$ cat config.mk
export PLATFORM = sky130hd
export DESIGN_NAME = pm_enable_unit
export DESIGN_NICKNAME = d
export VERILOG_FILES = /design/src/rtl/pm_pkg.sv /design/src/rtl/pm_ir_decode.sv /design/src/rtl/pm_shadow.sv /design/src/rtl/pm_mode_ctl.sv /design/src/rtl/pm_enable_unit.sv
export SDC_FILE = /design/constraint.sdc
export NUM_CORES = 1
export LEC_CHECK = 0
export BUFFER_PORTS_ARGS = -buffer_cell sky130_fd_sc_hd__buf_2
export CORE_MARGIN = 2
export CORE_UTILIZATION = 47
export DETAILED_ROUTE_END_ITERATION = 8
export GPL_ROUTABILITY_DRIVEN = 0
export PLACE_DENSITY = 0.72
export SLEW_MARGIN = 10
export SYNTH_ARGS = -nofsm -noshare
export SYNTH_HDL_FRONTEND = slang
export SYNTH_SLANG_ARGS = --single-unit
$ cat constraint.sdc
create_clock -name clk -period 1.49 [get_ports clk]
set_clock_uncertainty 0.05 [all_clocks]
set_input_delay 0.298 -clock clk [delete_from_list [all_inputs] [get_ports clk]]
set_output_delay 0.298 -clock clk [all_outputs]
set_load 0.005 [all_outputs]
$ cat src/rtl/pm_pkg.sv
package pm_pkg;
    localparam int IR_W  = 4;
    localparam int KEY_W = 16;
    localparam int HLD_W = 1;

    localparam logic [IR_W-1:0]  IR_HOLD = 4'hC;
    localparam logic [IR_W-1:0]  IR_KEY  = 4'h4;
    localparam logic [KEY_W-1:0] KEY_VAL = 16'hA370;

    typedef enum logic [1:0] {
        DR_NONE = 2'd0,
        DR_HOLD = 2'd1,
        DR_KEY  = 2'd2
    } dr_sel_e;

    function automatic dr_sel_e decode_ir(input logic [IR_W-1:0] code);
        if (code == IR_HOLD) return DR_HOLD;
        if (code == IR_KEY)  return DR_KEY;
        return DR_NONE;
    endfunction

    function automatic logic is_key(input logic [KEY_W-1:0] v);
        return v == KEY_VAL;
    endfunction
endpackage

$ cat src/rtl/pm_ir_decode.sv
module pm_ir_decode
    import pm_pkg::*;
(
    input  logic [IR_W-1:0] ir_code,
    output dr_sel_e         sel
);
    always_comb sel = decode_ir(ir_code);
endmodule

$ cat src/rtl/pm_shadow.sv
module pm_shadow #(
    parameter int W = 16
) (
    input  logic         clk,
    input  logic         rst,
    input  logic         sel,
    input  logic         capture,
    input  logic         shift,
    input  logic         tdi,
    input  logic [W-1:0] cap_val,
    output logic [W-1:0] sr
);
    logic [W-1:0] nxt;

    generate
        if (W == 1) begin : g_one
            always_comb nxt = tdi;
        end else begin : g_wide
            always_comb nxt = {tdi, sr[W-1:1]};
        end
    endgenerate

    always_ff @(posedge clk) begin
        if (rst)                  sr <= '0;
        else if (sel && capture)  sr <= cap_val;
        else if (sel && shift)    sr <= nxt;
    end


    shadow_idle_chk: assert property (@(posedge clk) disable iff (rst)
        (!sel || (!capture && !shift)) |=> $stable(sr));
endmodule

$ cat src/rtl/pm_mode_ctl.sv
module pm_mode_ctl (
    input  logic clk,
    input  logic rst,
    input  logic tap_reset,
    input  logic upd_hold,
    input  logic upd_key,
    input  logic hold_bit,
    input  logic key_ok,
    output logic core_hold,
    output logic prog_active
);
    logic hold_d, prog_d;

    always_comb begin
        hold_d = upd_hold ? hold_bit : core_hold;
        if (tap_reset)               prog_d = 1'b0;
        else if (upd_key)            prog_d = core_hold & key_ok;
        else if (upd_hold)           prog_d = prog_active & hold_bit;
        else                         prog_d = prog_active & core_hold;
    end

    always_ff @(posedge clk) begin
        if (rst) begin
            core_hold   <= 1'b0;
            prog_active <= 1'b0;
        end else begin
            core_hold   <= hold_d;
            prog_active <= prog_d;
        end
    end


    prog_needs_hold_chk: assert property (@(posedge clk) disable iff (rst)
        prog_active |-> core_hold);

    tap_clear_chk: assert property (@(posedge clk) disable iff (rst)
        tap_reset |=> !prog_active);

    prog_entry_chk: assert property (@(posedge clk) disable iff (rst)
        $rose(prog_active) |-> $past(upd_key && key_ok));

    hold_stable_chk: assert property (@(posedge clk) disable iff (rst)
        !upd_hold |=> $stable(core_hold));
endmodule

$ cat src/rtl/pm_enable_unit.sv
module pm_enable_unit
    import pm_pkg::*;
(
    input  logic            clk,
    input  logic            rst,
    input  logic            tap_reset,
    input  logic [IR_W-1:0] ir_code,
    input  logic            capture_dr,
    input  logic            shift_dr,
    input  logic            update_dr,
    input  logic            tdi,
    output logic            tdo,
    output logic            core_hold,
    output logic            prog_active
);
    dr_sel_e          sel;
    logic [HLD_W-1:0] hold_sr;
    logic [KEY_W-1:0] key_sr;
    logic             sel_hold, sel_key;

    pm_ir_decode u_dec (.ir_code(ir_code), .sel(sel));

    assign sel_hold = (sel == DR_HOLD);
    assign sel_key  = (sel == DR_KEY);

    pm_shadow #(.W(HLD_W)) u_hold_sr (
        .clk(clk), .rst(rst), .sel(sel_hold), .capture(capture_dr),
        .shift(shift_dr), .tdi(tdi), .cap_val(core_hold), .sr(hold_sr)
    );

    pm_shadow #(.W(KEY_W)) u_key_sr (
        .clk(clk), .rst(rst), .sel(sel_key), .capture(capture_dr),
        .shift(shift_dr), .tdi(tdi), .cap_val('0), .sr(key_sr)
    );

    pm_mode_ctl u_ctl (
        .clk(clk), .rst(rst), .tap_reset(tap_reset),
        .upd_hold(update_dr && sel_hold), .upd_key(update_dr && sel_key),
        .hold_bit(hold_sr[0]), .key_ok(is_key(key_sr)),
        .core_hold(core_hold), .prog_active(prog_active)
    );

    always_comb begin
        unique case (sel)
            DR_HOLD: tdo = hold_sr[0];
            DR_KEY:  tdo = key_sr[0];
            default: tdo = 1'b0;
        endcase
    end


    foreign_quiet_chk: assert property (@(posedge clk) disable iff (rst)
        (sel == DR_NONE) |-> !tdo);
endmodule

==> results.md, run 1 <==
- Seq/Total Area, Yosys: 47.65%
- Clock Power Share: 30.5%
- Initial antenna violation count: 0
- Critical Path RT: 1140 ps
- CORE AREA: around 1500 um2
- CTS tree: done
- Global route overflow: 0
- Cell Rows: 14
- CTS Buffer Depth: 2
- Area of the multi-input gates: 399.1 um2
- Nets: 129
- Final Routed Wirelength: 1754 um
- F_max: 0.7019 GHz
- Cell Area, Synth: between 700 and 800 um2
- Synth unique cells: 21
- Worst vdd ir: 0.0005755 V
- Routed Antenna Nets: 0
- Root buf cell: clkbuf_4
- Worst Hold Slack: about 160 ps
- Clock sink count: 19
- Post-Syn Instances: just under 100
- Post-CTS Hold Fix Bufs: 0
- Most frequent cells in the layout: 19 x nand2_1, 18 x dfxtp_1, 17 x nand3_1, 17 x a21oi_1, 13 x buf_2
- Pin slew with the least headroom to its limit: 314.7 ps
- Commonest non-fill, non-tap cell in the layout: nand2_1
- Die X: 45.21 um
- Gate power share: under 10%
- Max-slew headroom at the worst pin: 78.73%
- Hold WC Path Type: primary input to register
- Crit path top cell by count: buf_2
- Setup crit start kind: primary input
- DR vias: about 770
- Endpoints failing hold: 0
- Leak Pwr: 0.3479 nW
- Synth area leaders: dfxtp_1 48%, a21oi_1 11%, nand3_1 11%
- Cts bufs inserted: 3
- Sw Share: between 20% and 30%
- Minimum clock period: 1425 ps
- Sequential fraction of design power: 61.5%
- I/O Buffers: 13
- Tcrit/Tclk final: between 90% and 100%
- Largest net degree at the start of global routing: 17
- Global-route wire length before repair: 2635 um
- Mean Syn Cell Area: 8.146 um2
- Starting Density: 51.79%
- Overall global routing resource usage: 18.34%
- DR WL/cell: 13.19 um
- Synth top area share: 47.65%
- HPWL after DPL: 1233 um
- Slew Viols, Final: 0
- Leading area contributor after synthesis: dfxtp_1
- Layout fillers: 137
- # DRC: 0
- NetSw: 0.1909 mW
- Core Util, Final: a little over three fifths
- Setup violators final: 0
- Ys Warns: 0
- Critical path cell sequence: buf_2, nor4b_4, buf_4, a22o_1, buf_2
- CTS H-Tree Depth: 1
- CP arrival: 1080 ps
- Post-DR vias/cell: approximately 5.8
- Power after layout: between 0.8 and 0.9 mW
- Synth Register Bits: 19
- Worst skew pair latency: 290 ps
- Status: complete, no violations
- RSZ-0062 raised after global routing: no
- Share of layout cells above drive strength 1: 25.64%
- Syn Nets: 109
- Power Dens Cells: 851.4 nW/um2
- I/O pin cnt: 14
- Initial DRC count: 9
- Pre-antenna DRT Iters: 6
- Clock transition at path regs: 110 ps
- Placed insts: between 100 and 150
- P&R area growth vs syn: 21.94%
- Crit-path max cell delay: between 200 and 300 ps
- Critical path endpoint category: primary output
- Worst setup path class: primary input to primary output
- Vert. Die Dim: 45.21 um
- FF+latch area: 381.6 um2
- CP max stage cell: nor4b_4
- Vias in the first global route: 621
- Post-route insts no fill: 133
- Int Power: about 0.64 mW
- Max-cap violations: 0
- Die Area: 2044 um2
- Worst Path Max Fanout: 2
- Number of diodes: 0
flip-flops by register name, indices dropped and copies added, names as in the netlist:
register / cells
u_hold_sr.sr: 1
u_key_sr.sr: 16
u_ctl.prog_active: 1
u_ctl.core_hold: 1
path summary, 6_finish.rpt:
path	startpoint	end	slack (ps)	cells after the start
hold / removal	rst	u_ctl.core_hold$_SDFFE_PP0P_	160	2
setup reg to reg	u_key_sr.sr[10]$_SDFFE_PP0P_	u_ctl.prog_active$_SDFF_PP0_	120	4
hold reg to reg	u_key_sr.sr[0]$_SDFFE_PP0P_	u_key_sr.sr[0]$_SDFFE_PP0P_	430	2
setup / recovery	ir_code[3]	tdo	70	5
cells by family after synthesis:
family | count (synthesis) | synth area share, %
AOI/OAI and AO/OA | 24 | 17.09
DFF | 19 | 47.65
buffers and inverters | 8 | 4.546
and+or+nand+nor | 47 | 30.72
cells in the mapped netlist, drive strengths merged:
cell     n
a21o     1
a21oi   17
a221oi   1
a22o     2
a31oi    1
and4bb   1
buf      3
clkbuf   3
dfxtp   19
inv      2
nand2   19
nand3   17
nand4    2
nor2     4
nor4     1
nor4b    1
nor4bb   1
o21ai    1
o22ai    1
or4      1
per-layer routing:
metal,share of wire [%],track usage (%)
met5,0,0
met3,7.0,4.800
met4,1.1,8.824
met2,48,29.14
met1,43,23.00
worst max-delay path, delay by kind of cell:
family                 cells  cell delay, ps
AOI/OAI and AO/OA          1             110
and+or+nand+nor            1             280
buffers and inverters      3             390
per-stage QoR:
stage	setup WS [ps]	TNS, ps	cell area [um2]
after floorplan	43.39	0	798.3
after global placement	72.15	0	912.1
after detailed placement	-4.129	-4.129	912.1
after CTS	5.644	0	947.2
after global routing	8.958	0	973.4
final	65.20	0	973.4
power by group through the flow:
stage	registers (mW)	clock network (mW)	logic, mW
5_1_grt	0.510	0.279	0.0724
4_1_cts	0.510	0.259	0.0637
3_3_place_gp	0.521	0	0.0605
2_1_floorplan	0.521	0	0.0282
6_report	0.510	0.253	0.0664
3_5_place_dp	0.521	0	0.0627
what timing repair did:
action / CTS / global route
buffers inserted: 1 / 1
endpoints found under the setup margin: 1 / 2
pin swaps: 0 / 3
resized for setup: 0 / 3
cell type report:
class / count / share of cell area, %
tap: 16 / 2.057
multi-input combinational: 71 / 41.00
sequential: 19 / 39.20
inverter: 2 / 0.7712
clock inverter: 1 / 0.5141
timing repair buffer: 21 / 14.14
clock buffer: 3 / 2.314
Power figures use the tool's default switching activity.
==> inputs of run 2 (changes only) <==
==> constraint.sdc (replaced) <==
create_clock -name clk -period 1.49 [get_ports clk]
set_clock_uncertainty 0.05 [all_clocks]
set_input_delay 0.149 -clock clk [delete_from_list [all_inputs] [get_ports clk]]
set_output_delay 0.149 -clock clk [all_outputs]
set_load 0.005 [all_outputs]
==> run 2 against run 1 <==
Effect of this change:
- count of clock-buffer cells in the layout unchanged
- critical endpoint unchanged
- sequential power about the same
- routed wire length shrank 5.6%
==> results.md, run 2 (synthesis gave the netlist of run 1 again) <==
- Number of diodes: 0
- Sequential fraction of design power: 61.3%
- Vert. Die Dim: between 40 and 50 um
- Setup violators final: 0
- Pin slew with the least headroom to its limit: 317.0 ps
- Overall global routing resource usage: 19.14%
- Path depth of the worst reg2reg path: 4
- Critical path cell sequence: buf_2, nor4b_2, buf_4, buf_4, a22o_1, buf_2
- Flop2flop setup slack: 140 ps
- RR Endpoint: u_ctl.prog_active$_SDFF_PP0_
- DR vias: 760
- P&R area growth vs syn: 18.34%
- Minimum clock period: 1354 ps
- WHS Path Cells: 3
- CORE AREA: 1541 um2
- Pre-antenna DRT Iters: 5
- Most frequent cells in the layout: 19 x nand2_1, 18 x dfxtp_1, 17 x nand3_1, 17 x a21oi_1, 13 x buf_2
- Share of layout cells above drive strength 1: between 20% and 30%
- Final Routed Wirelength: 1655 um
- Status: complete, no violations
- Post-DR vias/cell: 5.846
- CTS Buffer Depth: 2
- Global route overflow: 0
- Leak Pwr: 0.3257 nW
- Int Power: 0.6351 mW
- CTS tree: done
- CTS H-Tree Depth: 1
- Worst hold endpoint: u_key_sr.sr[15]$_SDFFE_PP0P_
- Post-place instance area: roughly 900 um2
- Worst Path Max Fanout: 11
- Sw Share: 23.64%
- Power after layout: ~0.83 mW
- Worst skew pair latency: a little under 300 ps
- Setup crit start kind: primary input
- CP max stage cell: nor4b_2
- Post-route insts no fill: 130
- Crit-path max cell delay: roughly 260 ps
- Endpoints failing hold: 0
- CP arrival: 1160 ps
- HPWL after DPL: approximately 1200 um
- Clock sink count: 19
- Initial DRC count: 14
- Number of flip-flops under the largest register name: 16
- Critical path endpoint category: primary output
- DR WL/cell: 12.73 um
- Die X: 45.21 um
- Max-cap violations: 0
- Power Dens Cells: 880.5 nW/um2
- Hold Crit Start: tdi
- I/O Buffers: 13
- Initial antenna violation count: 0
- Worst setup path class: primary input to primary output
- Cts bufs inserted: 3
- Worst Hold Slack: 66.33 ps
- Tcrit/Tclk final: 90.89%
- Cell Rows: 14
- Largest net degree at the start of global routing: 20
- Starting Density: 51.79%
- Nets: 126
- Reg2Reg Launch Point: u_key_sr.sr[10]$_SDFFE_PP0P_
- Register name with the most flops: u_key_sr.sr
- Setup TNS: 0 ps
- Critical Path RT: 1290 ps
- Die Area: 2044 um2
- Design area: 944.7 um2
- # DRC: 0
- Clock transition at path regs: 110 ps
- RSZ-0062 raised after global routing: no
- Gate power share: 7.3%
- NetSw: 0.1966 mW
- Root buf cell: clkbuf_4
- Worst vdd ir: between 0.0004 and 0.0005 V
- Max-slew headroom at the worst pin: 78.87%
- Global-route wire length before repair: 2760 um
- Slew Viols, Final: 0
- F_max: 0.7384 GHz
- I/O pin cnt: 14
- Clock Power Share: 31.4%
- Placed insts: 125
- Vias in the first global route: 670
- Hold WC Path Type: primary input to register
- Routed Antenna Nets: 0
- Commonest non-fill, non-tap cell in the layout: nand2_1
## run 2: final cells by class
class	instances	area, um2
Clock inverter	1	5.005
Inverter	2	7.507
Clock buffer	3	22.52
Fill cell	141	596.8
Timing Repair Buffer	18	117.6
Multi-Input combinational cell	71	390.4
Tap cell	16	20.02
Sequential cell	19	381.6
## run 2: routing by layer
layer	vias to the layer above	GRT usage, %	wire, um
met5	-	0	0
met3	5	3.600	125
met4	0	14.71	26
met2	39	27.43	697
li1	380	-	-
met1	336	25.12	805
## run 2: timing repair
| item | CTS | global route |
|---|---|---|
| setup buffers | 0 | 0 |
| endpoints found under the setup margin | 0 | 1 |
| endpoints found under the hold margin | 1 | 0 |
| hold buffers | 1 | 0 |
| gates resized for setup | 0 | 2 |
## run 2: critical path: cells and delay by family
kind | cells | cell delay, ps
buf+inv | 4 | 610
simple gates | 1 | 260
compound gates | 1 | 140
## run 2: how the worst max path moves through the flow
stage | startpoint | endpoint | slack (ps) | cells past startpoint
floorplan | u_key_sr.sr[10]$_SDFFE_PP0P_ | u_ctl.prog_active$_SDFF_PP0_ | 100 | 4
global placement | u_key_sr.sr[10]$_SDFFE_PP0P_ | u_ctl.prog_active$_SDFF_PP0_ | 70 | 4
detailed placement | u_key_sr.sr[10]$_SDFFE_PP0P_ | u_ctl.prog_active$_SDFF_PP0_ | 40 | 4
CTS | u_key_sr.sr[10]$_SDFFE_PP0P_ | u_ctl.prog_active$_SDFF_PP0_ | 20 | 4
global route | u_key_sr.sr[10]$_SDFFE_PP0P_ | u_ctl.prog_active$_SDFF_PP0_ | 20 | 4
finish | ir_code[3] | tdo | 140 | 6
## run 2: through the flow
| step | worst slack, ps | utilization [%] |
|---|---|---|
| floorplan | 96.57 | - |
| global placement | 70.39 | 58.20 |
| detailed placement | 39.19 | 58.20 |
| CTS | 17.14 | 60.63 |
| global route | 20.25 | 61.28 |
| finish | 135.7 | 61.28 |
## run 2: power by group through the flow
stage / Combinational, mW / Sequential [mW] / Clock [mW]
after floorplan: 0.0282 / 0.521 / 0
after global placement: 0.0571 / 0.521 / 0
after detailed placement: 0.0586 / 0.521 / 0
after CTS: 0.0608 / 0.510 / 0.267
after global routing: 0.0661 / 0.510 / 0.286
final: 0.0607 / 0.510 / 0.261
